$ cat src/rtl/hsf_pkg.sv
package hsf_pkg;
    typedef enum logic [2:0] {
        ST_IDLE,
        ST_SQRT,
        ST_ACCUM,
        ST_PEAK,
        ST_REPLAY,
        ST_DONE
    } hsf_state_e;
endpackage

$ cat src/rtl/hsf_sqrt.sv
// Bit-serial floor square root of (2^(2*FRAC) + slope^2), one result bit per cycle.
module hsf_sqrt #(
    parameter int SLOPE_W = 8,
    parameter int FRAC    = 4
) (
    input  logic                      clk,
    input  logic                      rst_n,
    input  logic                      start,
    input  logic signed [SLOPE_W-1:0] slope,
    output logic        [SLOPE_W-1:0] k_o,
    output logic                      done_o
);
    localparam int SQ_W  = 2 * SLOPE_W;
    localparam int IDX_W = $clog2(SLOPE_W);

    logic        [SQ_W-1:0]    rad_q;
    logic        [SLOPE_W-1:0] root_q;
    logic        [IDX_W-1:0]   pos_q;
    logic                      busy_q;
    logic signed [SQ_W-1:0]    slope_sq;
    logic        [SQ_W-1:0]    rad_init;
    logic        [SLOPE_W-1:0] trial;
    logic        [SQ_W-1:0]    trial_sq;

    assign slope_sq = slope * slope;
    assign rad_init = $unsigned(slope_sq) + (SQ_W'(1) << (2 * FRAC));
    assign trial    = root_q | (SLOPE_W'(1) << pos_q);
    assign trial_sq = SQ_W'(trial) * SQ_W'(trial);

    always_ff @(posedge clk) begin
        if (!rst_n) begin
            rad_q  <= '0;
            root_q <= '0;
            pos_q  <= '0;
            busy_q <= 1'b0;
        end else if (start) begin
            rad_q  <= rad_init;
            root_q <= '0;
            pos_q  <= IDX_W'(SLOPE_W - 1);
            busy_q <= 1'b1;
        end else if (busy_q) begin
            if (trial_sq <= rad_q) root_q <= trial;
            if (pos_q == '0) busy_q <= 1'b0;
            else             pos_q  <= pos_q - 1'b1;
        end
    end

    assign k_o    = root_q;
    assign done_o = busy_q && (pos_q == '0);
endmodule

$ cat src/rtl/hsf_intercept.sv
// Two side-intercepts of one hit and their histogram bins.
module hsf_intercept #(
    parameter int COORD_W   = 10,
    parameter int R_W       = 6,
    parameter int SLOPE_W   = 8,
    parameter int FRAC      = 4,
    parameter int NBINS     = 16,
    parameter int BIN_SHIFT = 2
) (
    input  logic        [SLOPE_W-1:0]                k,
    input  logic signed [SLOPE_W-1:0]                slope,
    input  logic signed [COORD_W-1:0]                z,
    input  logic signed [COORD_W-1:0]                y,
    input  logic        [R_W-1:0]                    r,
    input  logic signed [COORD_W-1:0]                win_lo,
    output logic signed [COORD_W+SLOPE_W+1:0]        bp,
    output logic signed [COORD_W+SLOPE_W+1:0]        bn,
    output logic                                     p_ok,
    output logic                                     n_ok,
    output logic        [$clog2(NBINS)-1:0]          p_bin,
    output logic        [$clog2(NBINS)-1:0]          n_bin
);
    localparam int BW    = COORD_W + SLOPE_W + 2;
    localparam int BIN_W = $clog2(NBINS);
    localparam int PR_W  = SLOPE_W + R_W;
    localparam int PM_W  = SLOPE_W + COORD_W;

    logic        [PR_W-1:0] kr_u;
    logic signed [PM_W-1:0] mz;
    logic signed [BW-1:0]   kr_s, mz_s, y_s, w_s, off_p, off_n;

    assign kr_u = k * r;
    assign mz   = slope * z;
    assign kr_s = $signed(BW'(kr_u >> FRAC));
    assign mz_s = BW'(mz >>> FRAC);
    assign y_s  = BW'(y);
    assign w_s  = BW'(win_lo);

    assign bp = y_s + kr_s - mz_s;
    assign bn = y_s - kr_s - mz_s;

    assign off_p = bp - w_s;
    assign off_n = bn - w_s;
    assign p_ok  = !off_p[BW-1] && ((off_p >>> BIN_SHIFT) < $signed(BW'(NBINS)));
    assign n_ok  = !off_n[BW-1] && ((off_n >>> BIN_SHIFT) < $signed(BW'(NBINS)));
    assign p_bin = off_p[BIN_SHIFT +: BIN_W];
    assign n_bin = off_n[BIN_SHIFT +: BIN_W];
endmodule

$ cat src/rtl/hsf_histo.sv
// Saturating vote counters, one per intercept bin, with indexed read.
module hsf_histo #(
    parameter int NBINS = 16,
    parameter int CNT_W = 3
) (
    input  logic                     clk,
    input  logic                     rst_n,
    input  logic                     clr,
    input  logic                     vote,
    input  logic                     p_ok,
    input  logic [$clog2(NBINS)-1:0] p_bin,
    input  logic                     n_ok,
    input  logic [$clog2(NBINS)-1:0] n_bin,
    input  logic [$clog2(NBINS)-1:0] rd_idx,
    output logic [CNT_W-1:0]         rd_cnt
);
    localparam int BIN_W = $clog2(NBINS);
    localparam logic [CNT_W:0] CMAX = (CNT_W+1)'((1 << CNT_W) - 1);

    logic [CNT_W-1:0] cnt_q [NBINS];

    for (genvar g = 0; g < NBINS; g++) begin : g_bin
        logic [1:0]     inc;
        logic [CNT_W:0] sum;
        assign inc = {1'b0, p_ok && (p_bin == BIN_W'(g))}
                   + {1'b0, n_ok && (n_bin == BIN_W'(g))};
        assign sum = {1'b0, cnt_q[g]} + (CNT_W+1)'(inc);
        always_ff @(posedge clk) begin
            if (!rst_n || clr) cnt_q[g] <= '0;
            else if (vote)     cnt_q[g] <= (sum > CMAX) ? CMAX[CNT_W-1:0] : sum[CNT_W-1:0];
        end
    end

    assign rd_cnt = cnt_q[rd_idx];
endmodule

$ cat src/rtl/hough_seg_finder.sv
module hough_seg_finder #(
    parameter int COORD_W   = 10,
    parameter int R_W       = 6,
    parameter int SLOPE_W   = 8,
    parameter int FRAC      = 4,
    parameter int NBINS     = 16,
    parameter int BIN_SHIFT = 2,
    parameter int CNT_W     = 3,
    parameter int DEPTH     = 8
) (
    input  logic                              clk,
    input  logic                              rst_n,
    input  logic                              seed_valid,
    output logic                              seed_ready,
    input  logic signed [SLOPE_W-1:0]         seed_slope,
    input  logic signed [COORD_W-1:0]         cfg_win_lo,
    input  logic        [CNT_W-1:0]           cfg_min_cnt,
    input  logic                              in_valid,
    output logic                              in_ready,
    input  logic signed [COORD_W-1:0]         in_z,
    input  logic signed [COORD_W-1:0]         in_y,
    input  logic        [R_W-1:0]             in_r,
    input  logic                              in_last,
    output logic                              out_valid,
    input  logic                              out_ready,
    output logic signed [COORD_W-1:0]         out_z,
    output logic signed [COORD_W-1:0]         out_y,
    output logic        [R_W-1:0]             out_r,
    output logic signed [COORD_W+SLOPE_W+1:0] out_b,
    output logic                              out_neg,
    output logic                              seg_done,
    output logic                              seg_found,
    output logic        [$clog2(NBINS)-1:0]   seg_peak_bin,
    output logic        [CNT_W-1:0]           seg_peak_cnt
);
    import hsf_pkg::*;

    localparam int BW    = COORD_W + SLOPE_W + 2;
    localparam int BIN_W = $clog2(NBINS);
    localparam int A_W   = $clog2(DEPTH);
    localparam int N_W   = $clog2(DEPTH + 1);

    hsf_state_e state_q, state_d;

    logic signed [SLOPE_W-1:0] m_q;
    logic signed [COORD_W-1:0] win_q;
    logic        [CNT_W-1:0]   min_q;
    logic        [N_W-1:0]     n_q, rd_q;
    logic        [BIN_W-1:0]   scan_q, best_bin_q;
    logic        [CNT_W-1:0]   best_cnt_q;
    logic                      found_q;

    logic signed [COORD_W-1:0] bz_q [DEPTH];
    logic signed [COORD_W-1:0] by_q [DEPTH];
    logic        [R_W-1:0]     br_q [DEPTH];

    logic        [SLOPE_W-1:0] k_w;
    logic                      sq_done;
    logic signed [COORD_W-1:0] sel_z, sel_y;
    logic        [R_W-1:0]     sel_r;
    logic signed [BW-1:0]      bp_w, bn_w;
    logic                      p_ok_w, n_ok_w;
    logic        [BIN_W-1:0]   p_bin_w, n_bin_w;
    logic        [CNT_W-1:0]   cur_cnt, nb_cnt;
    logic                      seed_take, hit_take, hit_store, better, peak_ok, scan_last;
    logic                      hit_p, hit_n, emit, step, rd_last;
    logic        [A_W-1:0]     rd_idx;

    assign seed_take = (state_q == ST_IDLE) && seed_valid;
    assign hit_take  = (state_q == ST_ACCUM) && in_valid;
    assign hit_store = hit_take && (n_q < N_W'(DEPTH));
    assign rd_idx    = rd_q[A_W-1:0];

    // Shared intercept datapath: live hit while accumulating, buffered hit while replaying.
    assign sel_z = (state_q == ST_ACCUM) ? in_z : bz_q[rd_idx];
    assign sel_y = (state_q == ST_ACCUM) ? in_y : by_q[rd_idx];
    assign sel_r = (state_q == ST_ACCUM) ? in_r : br_q[rd_idx];

    hsf_sqrt #(.SLOPE_W(SLOPE_W), .FRAC(FRAC)) u_sqrt (
        .clk(clk), .rst_n(rst_n), .start(seed_take), .slope(seed_slope),
        .k_o(k_w), .done_o(sq_done)
    );

    hsf_intercept #(
        .COORD_W(COORD_W), .R_W(R_W), .SLOPE_W(SLOPE_W), .FRAC(FRAC),
        .NBINS(NBINS), .BIN_SHIFT(BIN_SHIFT)
    ) u_icpt (
        .k(k_w), .slope(m_q), .z(sel_z), .y(sel_y), .r(sel_r), .win_lo(win_q),
        .bp(bp_w), .bn(bn_w), .p_ok(p_ok_w), .n_ok(n_ok_w),
        .p_bin(p_bin_w), .n_bin(n_bin_w)
    );

    hsf_histo #(.NBINS(NBINS), .CNT_W(CNT_W)) u_histo (
        .clk(clk), .rst_n(rst_n), .clr(seed_take), .vote(hit_store),
        .p_ok(p_ok_w), .p_bin(p_bin_w), .n_ok(n_ok_w), .n_bin(n_bin_w),
        .rd_idx(scan_q), .rd_cnt(cur_cnt)
    );

    assign scan_last = (scan_q == BIN_W'(NBINS - 1));
    assign better    = cur_cnt > best_cnt_q;
    assign nb_cnt    = better ? cur_cnt : best_cnt_q;
    assign peak_ok   = (nb_cnt >= min_q) && (nb_cnt != '0);

    assign hit_p   = p_ok_w && (p_bin_w == best_bin_q);
    assign hit_n   = n_ok_w && (n_bin_w == best_bin_q);
    assign emit    = hit_p || hit_n;
    assign step    = (state_q == ST_REPLAY) && (!emit || out_ready);
    assign rd_last = (rd_q == n_q - N_W'(1));

    always_comb begin
        state_d = state_q;
        unique case (state_q)
            ST_IDLE:   if (seed_valid)             state_d = ST_SQRT;
            ST_SQRT:   if (sq_done)                state_d = ST_ACCUM;
            ST_ACCUM:  if (in_valid && in_last)    state_d = ST_PEAK;
            ST_PEAK:   if (scan_last)              state_d = peak_ok ? ST_REPLAY : ST_DONE;
            ST_REPLAY: if (step && rd_last)        state_d = ST_DONE;
            ST_DONE:                               state_d = ST_IDLE;
            default:                               state_d = ST_IDLE;
        endcase
    end

    always_ff @(posedge clk) begin
        if (!rst_n) state_q <= ST_IDLE;
        else        state_q <= state_d;
    end

    always_comb begin
        seed_ready = (state_q == ST_IDLE);
        in_ready   = (state_q == ST_ACCUM);
        out_valid  = (state_q == ST_REPLAY) && emit;
        seg_done   = (state_q == ST_DONE);
        out_z      = sel_z;
        out_y      = sel_y;
        out_r      = sel_r;
        out_b      = hit_p ? bp_w : bn_w;
        out_neg    = !hit_p;
    end

    assign seg_found    = found_q;
    assign seg_peak_bin = best_bin_q;
    assign seg_peak_cnt = best_cnt_q;

    always_ff @(posedge clk) begin
        if (!rst_n) begin
            m_q        <= '0;
            win_q      <= '0;
            min_q      <= '0;
            n_q        <= '0;
            rd_q       <= '0;
            scan_q     <= '0;
            best_bin_q <= '0;
            best_cnt_q <= '0;
            found_q    <= 1'b0;
        end else begin
            if (seed_take) begin
                m_q   <= seed_slope;
                win_q <= cfg_win_lo;
                min_q <= cfg_min_cnt;
                n_q   <= '0;
            end
            if (hit_store) n_q <= n_q + 1'b1;
            if (hit_take && in_last) begin
                scan_q     <= '0;
                best_bin_q <= '0;
                best_cnt_q <= '0;
            end
            if (state_q == ST_PEAK) begin
                scan_q <= scan_q + 1'b1;
                if (better) begin
                    best_cnt_q <= cur_cnt;
                    best_bin_q <= scan_q;
                end
                if (scan_last) begin
                    found_q <= peak_ok;
                    rd_q    <= '0;
                end
            end
            if (step) rd_q <= rd_q + 1'b1;
        end
    end

    always_ff @(posedge clk) begin
        if (hit_store) begin
            bz_q[n_q[A_W-1:0]] <= in_z;
            by_q[n_q[A_W-1:0]] <= in_y;
            br_q[n_q[A_W-1:0]] <= in_r;
        end
    end
endmodule

$ cat config.mk
export PLATFORM = sky130hd
export DESIGN_NAME = hough_seg_finder
export DESIGN_NICKNAME = d
export VERILOG_FILES = /design/src/rtl/hsf_pkg.sv /design/src/rtl/hsf_sqrt.sv /design/src/rtl/hsf_intercept.sv /design/src/rtl/hsf_histo.sv /design/src/rtl/hough_seg_finder.sv
export SDC_FILE = /design/constraint.sdc
export NUM_CORES = 1
export LEC_CHECK = 0
export ABC_AREA = 1
export BUFFER_PORTS_ARGS = -buffer_cell sky130_fd_sc_hd__clkbuf_2
export CORE_MARGIN = 1
export CORE_UTILIZATION = 64
export DETAILED_ROUTE_END_ITERATION = 8
export PLACE_DENSITY_LB_ADDON = 0.12
export SKIP_LAST_GASP = 1
export SLEW_MARGIN = 20
export SYNTH_ARGS = -nofsm -noshare
export SYNTH_HDL_FRONTEND = slang
export SYNTH_HIERARCHICAL = 1
export SYNTH_SLANG_ARGS = --single-unit
export TNS_END_PERCENT = 5
$ cat constraint.sdc
create_clock -name clk -period 9.9 [get_ports clk]
set_input_delay 0 -clock clk [delete_from_list [all_inputs] [get_ports clk]]
set_output_delay 0 -clock clk [all_outputs]
set_load 0.02 [all_outputs]
### Word level (Yosys, flattened, before mapping)

Memory sizes are Yosys's and may differ from the RTL's. A register that Yosys moved wholly into a read port is not among the register bits.
Cells that the tools add are included.

| cells by class | value |
|---|---|
| $add $sub $neg | 44 |
| multiply operators | 4 |
| order comparisons | 22 |
| equality and inequality tests | 45 |
| shift operators | 1 |
| muxes and demuxes | 77 |
| bitwise operators | 18 |
| reduce and logical (&&, ||, !) cells | 70 |

Operators with widths:

| cell | count |
|---|---|
| $mux W3 | 50 |
| $eq A4 B4 Y1 const B | 17 |
| $add A3 B2 Y4 | 16 |
| $gt A4 B3 Y1 const B | 16 |
| $mux W4 | 12 |
| $logic_and A1 B1 Y1 | 46 |
| $sub A20 B10 Y20 | 2 |
| $lt A18 B6 Y1 const B | 2 |
| $add A1 B1 Y2 | 16 |
| $eq A4 B3 Y1 const B | 8 |
| $mul A8 B8 Y16 | 2 |
| $sub A12 B14 Y15 | 2 |
| $mux W10 | 2 |
| $mux W20 | 1 |
| $mul A8 B10 Y18 | 1 |
| $add A16 B9 Y16 const B | 1 |
| $eq A4 B2 Y1 const B | 4 |
| $le A16 B16 Y1 | 1 |
| $or A1 B1 Y1 | 16 |
| $pmux W3 S5 | 1 |
| $mul A8 B6 Y14 | 1 |
| $add A10 B11 Y12 | 1 |
| $add A4 B1 Y4 const B | 3 |
| $eq A4 B4 Y1 | 3 |
| 26 further kinds | 57 |

| word-level totals | value |
|---|---|
| flip-flop bits (word level) | 72 |
| RAM bits | 256 |
| bits of input ports | 53 |
| word-level logic and storage cells | 299 |
| memories | 4 |

Memory list:

| name | depth | bits a word | read ports | clocked after memory_dff | write ports | RTL line | text |
|---|---|---|---|---|---|---|---|
| by_q | 8 | 10 | 1 | 1 | 1 | hough_seg_finder.sv:54 | `logic signed [COORD_W-1:0] by_q [DEPTH];` |
| bz_q | 8 | 10 | 1 | 1 | 1 | hough_seg_finder.sv:53 | `logic signed [COORD_W-1:0] bz_q [DEPTH];` |
| br_q | 8 | 6 | 1 | 1 | 1 | hough_seg_finder.sv:55 | `logic [R_W-1:0] br_q [DEPTH];` |
| u_histo.cnt_q | 16 | 3 | 17 | 1 | 16 | hsf_histo.sv:20 | `logic [CNT_W-1:0] cnt_q [NBINS];` |

### Longest topological paths before layout

| logic depth | value |
|---|---|
| depth in word-level cells | 17 |
| depth in mapped cells | 59 |
| mapped depth without buffers | 57 |

### By module

Netlist, hierarchy kept.

Modules (own cells, without submodules):

| module | times used | cells an instance | area each (µm²) | sequential area each (µm²) |
|---|---|---|---|---|
| hough_seg_finder | 1 | 1,004 | 11,104.4 | 7,186.9 |
| hsf_intercept | 1 | 1,238 | 8,236.6 | 0.0 |
| hsf_sqrt | 1 | 776 | 5,466.5 | 540.5 |
| hsf_histo | 1 | 440 | 3,562.2 | 1,441.4 |

### Least setup slack after synthesis

Ideal clock, no wire load.

| timing path | value |
|---|---|
| path kind | flip-flop to flip-flop |
| start point | register with a tool-made name |
| end point | memory u_histo.cnt_q[8][2] (data pin) |
| arrival | 8.875 ns |
| slack | 0.765 ns |
| stages on the path, launching flop included | 54 |
| clock period less this slack | 9.135 ns |
| path through | dfxtp_1 buf_4 buf_6 buf_2 a21oi_1 o21ai_0 o211ai_1 nand3_1 nand2_1 clkbuf_1 nand2_1 fa_1 fa_1 inv_1 fa_1 inv_1 fa_1 inv_1 (+18 left out) nand2_1 nand2_1 o21bai_1 a21oi_1 nand2_1 nand2_1 nand2_1 nor2_1 o21ai_0 nor2_1 inv_1 nor3_1 nand2_1 fa_1 inv_1 ha_1 xnor2_1 a21oi_1 |

RTL lines:

| element | RTL line |
|---|---|
| end: declaration | hsf_histo.sv:20 |

==> impl_metrics.csv <==
group,metric,value,unit
outcome,status,"finished clean",
logic_synthesis,yosysSeqAreaShare,0.3232,
logic_synthesis,syn_area,28370,µm²
cells_and_area,fill_cells,3269,
worst_setup_path,start_kind,"flip-flop",
die,num_io_pins,112,
sta,worst_slew_pin_slew,0.7031,ns
routing,via_per_inst,5.491,
die,die_y,212.5,µm
cts,htreeDepth,2,
sta,fmax,103.8,MHz
sta,slew_viol_final,0,
sta,fin_crit_sh,0.9730,
global_route,grt_pass1_wl,117.9,mm
die,dieArea,45170,µm²
global_route,overflow,0,
place,portBuffers,111,
cells_and_area,final_common_cell,"inv_1",
routing,drtPass1Iterations,7,
logic_synthesis,synth_adder_area_share,0.2363,
worst_setup_path,crit_top_cell,"nand2_1",
cts,clk_path_buf_depth,3,
sta,rsz0062_at_grt,"true",
sta,final.setup_skew,0.02474,ns
worst_setup_path,path_delay_family,"adder cells",
flow_run,drv_cap,0,
worst_setup_path,path_class,"reg2reg",
sta,setup_viol,0,
die,core_area,43360,µm²
routing,drt_iter0_drc,2044,
die,die_w,212.5,µm
routing,ant_nets,0,
cts,clock-sinks,330,
routing,wl,74.46,mm
logic_synthesis,ys_types,58,
logic_synthesis,postSynthCellCount,3458,
cells_and_area,fin_nets,4161,
global_route,grt_usage,0.3351,
global_route,grt_max_degree,70,
logic_synthesis,synthFlopType,"edfxtp_1",
worst_setup_path,worstPathArrival,9.93,ns
logic_synthesis,yosys_register_bits,330,
global_route,antenna_found_initial,3,
logic_synthesis,syn_area_per_cell,8.204,µm²
sta,min_period,9.633,ns
logic_synthesis,syn_nets,3928,
place,hpwl,54.88,mm
cts,clock_latency,0.58,ns
logic_synthesis,synth_top_family_by_area,"adder cells",
logic_synthesis,synth_edf_count,256,
routing,dr_total_vias,23640,
cells_and_area,final_cell_mix,"769 x inv_1, 740 x nand2_1, 256 x edfxtp_1, 205 x ha_1, 204 x a21oi_1",
global_route,grt_pass1_vias,23220,
cts,clk_pin_slew,0.07,ns
logic_synthesis,synth_xor_area_frac,0.02867,
worst_setup_path,crit_required,10.20,ns
worst_setup_path,cpPeakStageDelay,0.55,ns
die,rows,76,
logic_synthesis,ys_async_sr_fraction,0,
place,post-place-ws,-0.3362,ns
cells_and_area,area_delta_synth_final,14.96,%
routing,drc,0,
worst_hold_path,hold_class,"in2reg",
worst_setup_path,critPathBufInv,10,
cts,cts-root-buf,"clkbuf_16",
logic_synthesis,synthTopCellsByArea,"edfxtp_1 27%, fa_1 14%, inv_1 10%",
routing,wl_per_cell,17.30,µm
logic_synthesis,yosys_warnings,6,
logic_synthesis,synth-simple-area-share,0.1773,
logic_synthesis,synth_top_area_frac,0.2710,
place,finalWeightedCongestion,0.9494,
sta,fin_ws,0.2673,ns
cts,cts_tree,"built",
cells_and_area,drive_gt1_frac,0.1309,
die,start_util,0.6543,
logic_synthesis,synth_mux_area_frac,0.01835,
sta,hold_violations,0,
worst_setup_path,crit_fanout,18,
cts,cts_buffers,37,
worst_setup_path,cp_slowest_cell,"fa_1",
logic_synthesis,netlist.top_cell.by_area,"edfxtp_1",
worst_setup_path,endpoint_kind,"flip-flop",
sta,slew_headroom,0.5296,
logic_synthesis,synth_compound_area_frac,0.09165,
metal layers:
layer  track usage  up-vias  wire length, µm
met5             0        -                0
met3       0.04830      137             5153
li1              -    11330                -
met2        0.5547      861            35780
met4        0.1216        0             2399
met1        0.4485    11310            31120
Yosys cell counts, drive strengths merged, types with 52 or more instances:
master / number
inv: 796
nand2: 769
edfxtp: 256
a21oi: 224
ha: 219
fa: 198
nor2: 193
nand3: 177
o21ai: 135
dfxtp: 74
xor2: 58
o211ai: 57
clkbuf: 54
mux2i: 52
registers in the layout, summed over array words and instances (netlist names), named ones only:
register,count
u_sqrt/k_o,8
min_q,3
scan_q,4
m_q,8
n_q,4
u_histo/cnt_q,48
seg_peak_bin,4
u_sqrt/pos_q,3
win_q,10
u_sqrt/rad_q,15
seg_found,1
bz_q,80
seg_peak_cnt,3
by_q,80
rd_q,4
state_q,3
br_q,48
u_sqrt/busy_q,1
final timing paths:
path | slack (ns) | depth (start not counted) | start | to
worst min-delay path | 0.04 | 3 | seed_slope[2] | m_q[2]
worst max-delay path | 0.27 | 49 | flip-flop | u_histo/cnt_q[12][2]
worst min register to register | 0.47 | 2 | min_q[2] | min_q[2]
worst max register to register | 0.27 | 49 | flip-flop | u_histo/cnt_q[12][2]
repair_timing:
item	4_1_cts	5_1_grt
hold buffers	53	0
gates resized for setup	10	135
cloned	0	1
setup endpoints to repair	69	80
pin swaps	1	45
endpoints found under the hold margin	243	0
buffers inserted	4	17
cell type report:
class	count	area (µm²)	share of cell area
Tap cell	585	732.0	0.02244
Antenna cell	1	2.502	0.00007673
Multi-Input combinational cell	2226	16260	0.4986
Timing Repair Buffer	297	2193	0.06725
Clock inverter	19	176.4	0.005409
Inverter	799	3010	0.09230
Clock buffer	48	1062	0.03257
Sequential cell	330	9176	0.2814
cells by family (layout without fill, tap and decap cells):
family / Yosys count / after routing
adders and majority gates: 417 / 417
muxes: 52 / 52
other: 0 / 1
buffers and inverters: 902 / 1163
AOI/OAI and AO/OA: 461 / 461
and+or+nand+nor: 1204 / 1204
DFF: 330 / 330
xor gates and xnor gates: 92 / 92
metrics by stage:
| step | util | hold slack (ns) | std cells | TNS, ns | instance area (µm²) |
|---|---|---|---|---|---|
| 6_report | 0.7521 | 0.03557 | 4305 | 0 | 32610 |
| 5_1_grt | 0.7521 | 0.04843 | 4305 | -4.536 | 32610 |
| 4_1_cts | 0.7352 | 0.003885 | 4287 | -0.04625 | 31880 |
| 3_5_place_dp | 0.6927 | 0.2307 | 4163 | -7.491 | 30040 |
| 3_3_place_gp | 0.6927 | 0.2226 | 4163 | -0.5293 | 30040 |
| 2_1_floorplan | - | 0.09887 | 3458 | 0 | 28370 |
tightest hold or removal path, cell delays in order:
cell and delay, ns:
clkbuf_2 0.27, nor2_1 0.17, nor2_1 0.12
Power is not shown: default switching activity piles up to over one toggle a cycle in this logic, so the estimate is an artifact.
